--- src/rtl/pla_pkg.sv ---
`timescale 1ns/1ps
// Shared definitions for the programmable logic array.
// Assumes one gate function per array instance.
package pla_pkg;

    typedef enum logic [2:0] {
        FN_AND  = 3'd0,
        FN_OR   = 3'd1,
        FN_NAND = 3'd2,
        FN_NOR  = 3'd3,
        FN_XOR  = 3'd4,
        FN_XNOR = 3'd5
    } gate_fn_e;

    // True for the variants that invert their base reduction.
    function automatic logic fn_inverts(gate_fn_e f);
        return (f == FN_NAND) || (f == FN_NOR) || (f == FN_XNOR);
    endfunction

    // Output level of a gate with nothing connected.
    function automatic logic empty_level(gate_fn_e f);
        logic base_id;
        base_id = (f == FN_AND) || (f == FN_NAND);
        return base_id ^ fn_inverts(f);
    endfunction

endpackage

--- src/rtl/pla_fuse_store.sv ---
`timescale 1ns/1ps
// Connection-map register file written one bit per clock.
// Assumes DEPTH < 2**ADDR_W so that out-of-range addresses exist.
// Out-of-range writes are dropped and flagged for one cycle.
module pla_fuse_store #(
    parameter int DEPTH  = 12,
    parameter int ADDR_W = 6
) (
    input  logic              clk,
    input  logic              rst_n,
    input  logic              wr_en,
    input  logic [ADDR_W-1:0] wr_addr,
    input  logic              wr_bit,
    output logic [DEPTH-1:0]  fuse_map,
    output logic              wr_err
);

    logic addr_ok;

    // Decide whether the requested address exists in the map.
    always_comb begin
        addr_ok = (int'(wr_addr) < DEPTH);
    end

    // Store the addressed bit; reset clears the whole map.
    always_ff @(posedge clk or negedge rst_n) begin
        if (!rst_n) begin
            fuse_map <= '0;
        end else begin
            for (int k = 0; k < DEPTH; k++) begin
                if (wr_en && addr_ok && (int'(wr_addr) == k)) begin
                    fuse_map[k] <= wr_bit;
                end
            end
        end
    end

    // Pulse the error flag for one cycle after a rejected write.
    always_ff @(posedge clk or negedge rst_n) begin
        if (!rst_n) begin
            wr_err <= 1'b0;
        end else begin
            wr_err <= wr_en && !addr_ok;
        end
    end

endmodule

--- src/rtl/pla_column_tap.sv ---
`timescale 1ns/1ps
// Picks each gate's connection bits out of the flat map using the
// base + input*IN_STEP + gate*GATE_STEP address rule.
// Assumes every computed address is below DEPTH.
module pla_column_tap #(
    parameter int N_IN      = 3,
    parameter int N_GATE    = 4,
    parameter int DEPTH     = 12,
    parameter bit WITH_COMP = 1'b0,
    parameter int TRUE_BASE = 0,
    parameter int COMP_BASE = 1,
    parameter int IN_STEP   = 1,
    parameter int GATE_STEP = 3
) (
    input  logic [DEPTH-1:0]         fuse_map,
    output logic [N_GATE*N_IN-1:0]   conn_true,
    output logic [N_GATE*N_IN-1:0]   conn_comp
);

    for (genvar g = 0; g < N_GATE; g++) begin : g_gate
        for (genvar i = 0; i < N_IN; i++) begin : g_in
            localparam int TADDR = TRUE_BASE + i*IN_STEP + g*GATE_STEP;
            // True-column connection bit.
            assign conn_true[g*N_IN + i] = fuse_map[TADDR];
            if (WITH_COMP) begin : g_comp
                localparam int CADDR = COMP_BASE + i*IN_STEP + g*GATE_STEP;
                // Complement-column connection bit.
                assign conn_comp[g*N_IN + i] = fuse_map[CADDR];
            end else begin : g_nocomp
                // No complement columns exist in plain mode.
                assign conn_comp[g*N_IN + i] = 1'b0;
            end
        end
    end

endmodule

--- src/rtl/pla_gate_eval.sv ---
`timescale 1ns/1ps
// One output gate: reduces its connected true and complement column
// values with the selected function. Unconnected columns drop out,
// so an empty gate gives the identity value (inverted if required).
module pla_gate_eval #(
    parameter int               N_IN    = 3,
    parameter pla_pkg::gate_fn_e GATE_FN = pla_pkg::FN_OR
) (
    input  logic [N_IN-1:0] a_in,
    input  logic [N_IN-1:0] conn_true,
    input  logic [N_IN-1:0] conn_comp,
    output logic            y
);

    logic red_and, red_or, red_xor, base;

    // Reduce connected literals in the three base forms.
    always_comb begin
        red_and = (&(a_in | ~conn_true)) & (&(~a_in | ~conn_comp));
        red_or  = (|(a_in & conn_true))  | (|(~a_in & conn_comp));
        red_xor = (^(a_in & conn_true))  ^ (^(~a_in & conn_comp));
    end

    // Pick the base form and apply the inversion of the variant.
    always_comb begin
        case (GATE_FN)
            pla_pkg::FN_AND, pla_pkg::FN_NAND: base = red_and;
            pla_pkg::FN_OR,  pla_pkg::FN_NOR:  base = red_or;
            default:                           base = red_xor;
        endcase
        y = base ^ pla_pkg::fn_inverts(GATE_FN);
    end

endmodule

--- src/rtl/pla_core.sv ---
`timescale 1ns/1ps
// Programmable logic array top: serial-written connection map,
// address mapping, and N_GATE combinational gates.
// Assumes the derived map depth fits below 2**ADDR_W.
module pla_core #(
    parameter int                N_IN      = 3,
    parameter int                N_GATE    = 4,
    parameter pla_pkg::gate_fn_e GATE_FN   = pla_pkg::FN_OR,
    parameter bit                WITH_COMP = 1'b0,
    parameter int                TRUE_BASE = 0,
    parameter int                COMP_BASE = 1,
    parameter int                IN_STEP   = WITH_COMP ? 2 : 1,
    parameter int                GATE_STEP = (WITH_COMP ? 2 : 1) * N_IN,
    parameter int                ADDR_W    = 6
) (
    input  logic              clk,
    input  logic              rst_n,
    input  logic              wr_en,
    input  logic [ADDR_W-1:0] wr_addr,
    input  logic              wr_bit,
    input  logic [N_IN-1:0]   a_in,
    output logic [N_GATE-1:0] y_out,
    output logic              wr_err
);

    localparam int BASE_HI   = (WITH_COMP && (COMP_BASE > TRUE_BASE)) ? COMP_BASE : TRUE_BASE;
    localparam int MAP_DEPTH = BASE_HI + (N_IN-1)*IN_STEP + (N_GATE-1)*GATE_STEP + 1;

    logic [MAP_DEPTH-1:0]     fuse_map;
    logic [N_GATE*N_IN-1:0]   conn_true;
    logic [N_GATE*N_IN-1:0]   conn_comp;

    pla_fuse_store #(
        .DEPTH  (MAP_DEPTH),
        .ADDR_W (ADDR_W)
    ) u_store (
        .clk      (clk),
        .rst_n    (rst_n),
        .wr_en    (wr_en),
        .wr_addr  (wr_addr),
        .wr_bit   (wr_bit),
        .fuse_map (fuse_map),
        .wr_err   (wr_err)
    );

    pla_column_tap #(
        .N_IN      (N_IN),
        .N_GATE    (N_GATE),
        .DEPTH     (MAP_DEPTH),
        .WITH_COMP (WITH_COMP),
        .TRUE_BASE (TRUE_BASE),
        .COMP_BASE (COMP_BASE),
        .IN_STEP   (IN_STEP),
        .GATE_STEP (GATE_STEP)
    ) u_tap (
        .fuse_map  (fuse_map),
        .conn_true (conn_true),
        .conn_comp (conn_comp)
    );

    for (genvar g = 0; g < N_GATE; g++) begin : g_gate
        pla_gate_eval #(
            .N_IN    (N_IN),
            .GATE_FN (GATE_FN)
        ) u_gate (
            .a_in      (a_in),
            .conn_true (conn_true[g*N_IN +: N_IN]),
            .conn_comp (conn_comp[g*N_IN +: N_IN]),
            .y         (y_out[g])
        );
    end

endmodule

--- config.mk ---
export PLATFORM = sky130hd
export DESIGN_NAME = pla_core
export DESIGN_NICKNAME = d
export VERILOG_FILES = /design/src/rtl/pla_pkg.sv /design/src/rtl/pla_fuse_store.sv /design/src/rtl/pla_column_tap.sv /design/src/rtl/pla_gate_eval.sv /design/src/rtl/pla_core.sv
export SDC_FILE = /design/constraint.sdc
export NUM_CORES = 1
export LEC_CHECK = 0
export ABC_AREA = 1
export BUFFER_PORTS_ARGS = -buffer_cell sky130_fd_sc_hd__buf_2
export CAP_MARGIN = 30
export CORE_UTILIZATION = 40
export DETAILED_ROUTE_END_ITERATION = 12
export PLACE_DENSITY = 0.65
export SYNTH_ARGS = -nofsm -noshare
export SYNTH_HDL_FRONTEND = slang
export SYNTH_SLANG_ARGS = --single-unit
export TNS_END_PERCENT = 5
--- constraint.sdc ---
create_clock -name clk -period 2.1 [get_ports clk]
set_input_delay 0.42 -clock clk [delete_from_list [all_inputs] [get_ports clk]]
set_output_delay 0.42 -clock clk [all_outputs]
set_load 0.005 [all_outputs]
==> run_results.csv, run 1 <==
group,metric,value,unit
drt,drt_first_pass_iters,4,
synth,mappedNetlistNets,133,
drt,avgViaCountPerCell,4.46,
timing,final_worst_clock_skew,0,ns
clock_tree,post-cts-setup-buffers,0,
setup_path,worst_path_largest_cell_delay,0.40,ns
clock_tree,cts-buffers-inserted,3,
clock_tree,cts.reportedPaths.clkPinSlew,0.07,ns
synth,ys_seq_area_share,38.4,%
setup_path,count_of_buffering_cells_on_the_critical_path_with_inverters_included,1,
run_status,run_status,"finished, final reports clean",
floorplan,die_y,48.0,µm
setup_path,worst-path-max-fanout,2,
finish,flow.area_growth_from_synthesis,11.4,%
synth,synth_top_area_share,38.4,%
placement,hpwlAfterDp,1.30,mm
finish,diodes,0,
clock_tree,cts.sinks,13,
setup_path,cp.required,1.68,ns
setup_path,cp_num_cells,3,
power_and_ir_drop,comb_power_share,18.5,%
clock_tree,worst_skew_pair.late_latency,0.26,ns
worst_hold_path,worst_hold_path_type,"primary input to async pin",
setup_path,timing.critical_path.to_type,"output pin",
drt,routed_wl,1.57,mm
power_and_ir_drop,netSwitchingFraction,27.3,%
floorplan,row_count,16,
clock_tree,postCtsResizedCells,0,
finish,filler_cell_count,195,
floorplan,core,1980,µm²
floorplan,die_w,48.0,µm
global_route,grtUsageTotal,16.6,%
floorplan,io_pins,18,
synth,synth_area_leader_cell,"sky130_fd_sc_hd__dfrtp_1",
setup_path,path_delay_family,"flip-flops",
timing,grt_setup_unrepaired,"no",
power_and_ir_drop,internal-power,0.384,mW
clock_tree,cts_tree,"done",
timing,hold_viol_final,0,
setup_path,rr_startpoint,"u_store.fuse_map[6]$_DFFE_PN0P_",
synth,ys_types,14,
global_route,first_global_vias,597,
synth,synth-seq-cells,13,
power_and_ir_drop,leakage,0.499,nW
timing,final-max-slew-violation-count,0,
finish,drive_above_1_share,23.7,%
timing,timing.slew.headroom,81.5,%
setup_path,setup.worst_path.class,"register to output pin",
synth,synth.avg_cell_area,7.06,µm²
setup_path,crit_slowest_cell,"sky130_fd_sc_hd__dfrtp_1",
clock_tree,ctsHtreeMaxLevel,1,
power_and_ir_drop,power_density,559,nW/µm²
timing,fmaxAchievable,743,MHz
drt,average_routed_wire_per_standard_cell,9.67,µm
setup_path,worstRegToRegCells,3,
power_and_ir_drop,sequentialPowerShare,54.1,%
clock_tree,largest_buffer_count_on_any_clock_path,2,
placement,port_buffers,17,
timing,fin_worst_hold_slack,0.0233,ns
clock_tree,holdBufCountCts,0,
power_and_ir_drop,power.ir.vdd_worst,0.254,mV
flow_run,cap_violations,0,
drt,drt_first_iter_violations,18,
timing,timing.final.crit_share,64.1,%
synth,synthesis.area,847,µm²
global_route,globalRouteOverflowTotal,0,
clock_tree,cts.root.buffer_cell,"sky130_fd_sc_hd__clkbuf_4",
timing,setup_viol_count_final,0,
placement,gpl.final_weighted_congestion,0.821,
drt,drcViolationCount,0,
setup_path,path_cells,"nand2_1 > nand3_1 > buf_2",
synth,syn_inst,120,
global_route,grt_start_max_net_pins,19,
setup_path,rr_endpoint,"u_store.fuse_map[6]$_DFFE_PN0P_",
synth,yosys_warnings,0,
setup_path,reg2reg_slack,1.38,ns
synth,synth.top_cells.by_area,"sky130_fd_sc_hd__dfrtp_1 38%, sky130_fd_sc_hd__nand2_1 22%, sky130_fd_sc_hd__o21ai_2 8.3%",
drt,dr_total_vias,722,
global_route,grt_pass1_wl,2.55,mm
setup_path,worst-endpoint-arrival,0.93,ns
timing,slew_worst_pin,0.278,ns
power_and_ir_drop,share_clk_of_total_power,27.4,%
floorplan,starting_density,42.7,%
setup_path,timing.critical_path.from_type,"register",
global_route,grt_antenna_before_repair,0,
floorplan,die_area,2310,µm²
timing,setup_tns,0,ns
drt,ant_nets,0,
timing,fin_crit,1.35,ns
finish,final_nets,149,
power_and_ir_drop,power.switching,0.144,mW
through the flow:
| stage | total power, mW | instances | worst slack (ns) | instance area [µm²] | util (%) |
|---|---|---|---|---|---|
| floorplan | 0.358 | 120 | 0.988 | 847 | - |
| global placement | 0.387 | 158 | 0.665 | 917 | 46.3 |
| detailed placement | 0.390 | 158 | 0.630 | 917 | 46.3 |
| CTS | 0.536 | 162 | 0.737 | 943 | 47.6 |
| global route | 0.565 | 162 | 0.672 | 943 | 47.6 |
| finish | 0.528 | 162 | 0.755 | 943 | 47.6 |
per-layer routing:
| layer | share of wire (%) | GRT usage (%) | up-vias |
|---|---|---|---|
| met5 | 0 | 0 | - |
| met4 | 0.83 | 6.67 | 0 |
| met1 | 50 | 22.7 | 307 |
| met3 | 4.2 | 3.40 | 2 |
| li1 | - | - | 398 |
| met2 | 45 | 25.4 | 15 |
power by group through the flow:
stage | clock (mW) | combinational [mW] | sequential (mW)
finish | 0.144 | 0.0978 | 0.286
global route | 0.164 | 0.113 | 0.288
CTS | 0.151 | 0.0993 | 0.286
detailed placement | 0 | 0.0989 | 0.291
global placement | 0 | 0.0962 | 0.291
floorplan | 0 | 0.0716 | 0.286
worst reg2reg max path, stage by stage, from the launching register on:
cell	delay (ns)
sky130_fd_sc_hd__dfrtp_1	0.40
sky130_fd_sc_hd__inv_1	0.06
sky130_fd_sc_hd__o21bai_2	0.10
sky130_fd_sc_hd__nand2_1	0.06
placed cells by master, fill, tap and decap left out, types with 3 or more instances in the layout:
cell type,Yosys,routed
sky130_fd_sc_hd__buf_2,0,17
sky130_fd_sc_hd__clkbuf_4,1,3
sky130_fd_sc_hd__dfrtp_1,13,13
sky130_fd_sc_hd__inv_1,11,11
sky130_fd_sc_hd__nand2_1,50,50
sky130_fd_sc_hd__nand3_1,10,10
sky130_fd_sc_hd__nor2_1,17,17
sky130_fd_sc_hd__o21ai_2,8,8
worst max-delay path by stage:
stage	endpoint	slack [ns]	startpoint
2_1_floorplan	u_store.fuse_map[6]$_DFFE_PN0P_	0.99	wr_addr[5]
3_3_place_gp	u_store.fuse_map[5]$_DFFE_PN0P_	0.67	wr_addr[5]
3_5_place_dp	u_store.fuse_map[9]$_DFFE_PN0P_	0.63	wr_addr[5]
4_1_cts	y_out[3]	0.74	u_store.fuse_map[10]$_DFFE_PN0P_
5_1_grt	y_out[2]	0.67	u_store.fuse_map[8]$_DFFE_PN0P_
6_report	y_out[0]	0.75	u_store.fuse_map[0]$_DFFE_PN0P_
synth_stat cells, drive strengths merged:
| master | count |
|---|---|
| nand2 | 50 |
| nor2 | 19 |
| dfrtp | 13 |
| inv | 11 |
| nand3 | 11 |
| o21ai | 8 |
| buf | 5 |
| a21oi | 1 |
| clkbuf | 1 |
| o21bai | 1 |
kinds of logic (layout without fill, tap and decap cells):
kind of cell,Yosys count,after routing,synth area share (%)
flops,13,13,38.4
compound gates,10,10,10.2
simple gates,80,80,40.8
buf+inv,17,32,10.6
state kept, by name, indices dropped and copies added, names as in the netlist:
register and flops:
u_store.wr_err 1, u_store.fuse_map 12
final cells by class:
| cell class | instances | area (µm²) | area share [%] |
|---|---|---|---|
| repair buffers | 17 | 85.1 | 9.02 |
| well taps | 27 | 33.8 | 3.58 |
| inverters | 11 | 41.3 | 4.38 |
| clock buffers | 4 | 26.3 | 2.79 |
| multi-input cells | 90 | 432 | 45.8 |
| flip-flops and latches | 13 | 325 | 34.5 |
(Power assumes the default switching activity.)
==> run 2, diff against run 1 <==
Clock period 2.1 ns to 1.3 ns, I/O delays scaled along.
==> run 2 against run 1 <==
Effect of this change:
- sequential share of layout area is 0.63 points lower
- clock power is 73% higher
- worst setup slack worse by 0.67 ns
- highest routed layer unchanged
- die area stayed put
- critical path depth stayed put
- sequential power is 61% higher
==> run_results.csv, run 2 (synthesized netlist as in run 1, its figures left out) <==
group,metric,value,unit
setup_path,cp.required,1.04,ns
timing,fin_crit,1.21,ns
drt,drt_first_pass_iters,4,
worst_hold_path,hp-start,"wr_en",
timing,hold_viol_final,0,
setup_path,rr_startpoint,"u_store.fuse_map[6]$_DFFE_PN0P_",
setup_path,count_of_buffering_cells_on_the_critical_path_with_inverters_included,1,
drt,average_routed_wire_per_standard_cell,10.3,µm
finish,final_nets,151,
drt,avgViaCountPerCell,4.61,
clock_tree,cts-buffers-inserted,3,
floorplan,io_pins,18,
setup_path,worstRegToRegCells,3,
setup_path,setup.worst_path.class,"register to output pin",
setup_path,path_delay_family,"flip-flops",
setup_path,timing.critical_path.to_type,"output pin",
floorplan,die_y,48.0,µm
finish,top_register,"u_store.fuse_map",
clock_tree,postCtsResizedCells,0,
timing,slew_worst_pin,0.293,ns
finish,filler_cell_count,219,
timing,final_worst_clock_skew,0,ns
global_route,grtUsageTotal,16.9,%
placement,port_buffers,17,
timing,grt_setup_unrepaired,"no",
finish,number_of_flip_flops_under_the_largest_register_name,12,
floorplan,die_w,48.0,µm
drt,dr_total_vias,756,
clock_tree,ctsHtreeMaxLevel,1,
setup_path,worst-endpoint-arrival,0.95,ns
floorplan,starting_density,42.7,%
worst_hold_path,worst_hold_path_type,"primary input to register",
clock_tree,largest_buffer_count_on_any_clock_path,2,
placement,hpwlAfterDp,1.33,mm
finish,layout_commonest_cell,"sky130_fd_sc_hd__nand2_1",
clock_tree,post-cts-setup-buffers,0,
power_and_ir_drop,power_density,910,nW/µm²
floorplan,die_area,2310,µm²
setup_path,cp-startpoint,"u_store.fuse_map[0]$_DFFE_PN0P_",
global_route,globalRouteOverflowTotal,0,
global_route,grt_antenna_before_repair,0,
finish,diodes,0,
setup_path,worst_path_largest_cell_delay,0.41,ns
setup_path,reg2reg_slack,0.60,ns
setup_path,rr_endpoint,"u_store.fuse_map[6]$_DFFE_PN0P_",
setup_path,cp_num_cells,3,
setup_path,critPathCapture,"y_out[0]",
drt,drt_first_iter_violations,31,
clock_tree,worst_skew_pair.late_latency,0.27,ns
timing,setup_tns,0,ns
power_and_ir_drop,leakage,0.508,nW
clock_tree,cts_tree,"done",
clock_tree,cts.root.buffer_cell,"sky130_fd_sc_hd__clkbuf_4",
finish,layout_top_registers,"u_store.fuse_map: 12 flops, u_store.wr_err: 1 flops",
timing,finalWorstSetupSlack,0.0881,ns
timing,final-max-slew-violation-count,0,
timing,setup_viol_count_final,0,
global_route,first_global_vias,635,
global_route,grt_pass1_wl,2.64,mm
timing,timing.slew.headroom,80.4,%
worst_hold_path,timing.hold.worst_path_depth,3,
run_status,run_status,"finished, final reports clean",
placement,place_worst_setup_slack,0.142,ns
drt,routed_wl,1.69,mm
setup_path,worst-path-max-fanout,2,
power_and_ir_drop,power.ir.vdd_worst,0.448,mV
global_route,grt_start_max_net_pins,18,
floorplan,core,1980,µm²
finish,drive_above_1_share,24.1,%
timing,fmaxAchievable,825,MHz
clock_tree,cts.sinks,13,
setup_path,timing.critical_path.from_type,"register",
setup_path,crit_slowest_cell,"sky130_fd_sc_hd__dfrtp_1",
setup_path,path_cells,"nand2_1 > nand3_1 > buf_2",
finish,flow.area_growth_from_synthesis,13.4,%
finish,mostFrequentLayoutCells,"50 x sky130_fd_sc_hd__nand2_1, 17 x sky130_fd_sc_hd__nor2_1, 17 x sky130_fd_sc_hd__buf_2",
flow_run,cap_violations,0,
floorplan,row_count,16,
clock_tree,holdBufCountCts,1,
timing,timing.final.crit_share,93.2,%
placement,gpl.final_weighted_congestion,0.823,
drt,drcViolationCount,0,
clock_tree,cts.reportedPaths.clkPinSlew,0.08,ns
drt,ant_nets,0,
==> run 2: cell count changes in the layout (fill, tap and decap cells not counted), sizes merged <==
cell and delta:
dlygate4sd3 +1, buf +1
==> run 2: worst min path at each step <==
stage,to
5_1_grt,u_store.wr_err$_DFF_PN0_
2_1_floorplan,u_store.fuse_map[0]$_DFFE_PN0P_
3_5_place_dp,u_store.fuse_map[9]$_DFFE_PN0P_
6_report,u_store.wr_err$_DFF_PN0_
3_3_place_gp,u_store.fuse_map[9]$_DFFE_PN0P_
4_1_cts,u_store.wr_err$_DFF_PN0_
==> run 2: worst register-to-register path: stages (launching register included) <==
cell                       delay [ns]
sky130_fd_sc_hd__dfrtp_1         0.40
sky130_fd_sc_hd__inv_1           0.06
sky130_fd_sc_hd__o21bai_2        0.09
sky130_fd_sc_hd__nand2_1         0.05
==> run 2: layout make-up <==
class / count / area [µm²] / share of cell area (%)
inverter: 11 / 41.3 / 4.30
clock buffer: 4 / 26.3 / 2.73
timing repair buffer: 19 / 103 / 10.7
sequential: 13 / 325 / 33.9
multi-input combinational: 90 / 432 / 44.9
tap: 27 / 33.8 / 3.52
==> run 2: layer usage <==
layer | global-route usage, % | wire (µm) | vias up
li1 | - | - | 404
met1 | 21.1 | 818 | 327
met2 | 28.4 | 772 | 20
met3 | 3.40 | 69 | 5
met4 | 6.67 | 25 | 0
met5 | 0 | 0 | -
==> run 2: through the flow <==
stage | util [%] | hold slack, ns | cells | instance area (µm²) | power, mW
3_3_place_gp | 46.7 | 0.164 | 159 | 925 | 0.627
4_1_cts | 48.5 | 0.219 | 164 | 961 | 0.881
6_report | 48.5 | 0.217 | 164 | 961 | 0.874
3_5_place_dp | 46.7 | 0.165 | 159 | 925 | 0.632
2_1_floorplan | - | -0.0356 | 120 | 847 | 0.578
5_1_grt | 48.5 | 0.217 | 164 | 961 | 0.922
==> run 2: power breakdown <==
| part | switching (mW) | total [mW] | internal, mW | leakage [nW] |
|---|---|---|---|---|
| registers | 0.0238 | 0.461 | 0.437 | 0.171 |
| logic | 0.0964 | 0.164 | 0.0672 | 0.322 |
| clock network | 0.131 | 0.249 | 0.119 | 0.0150 |
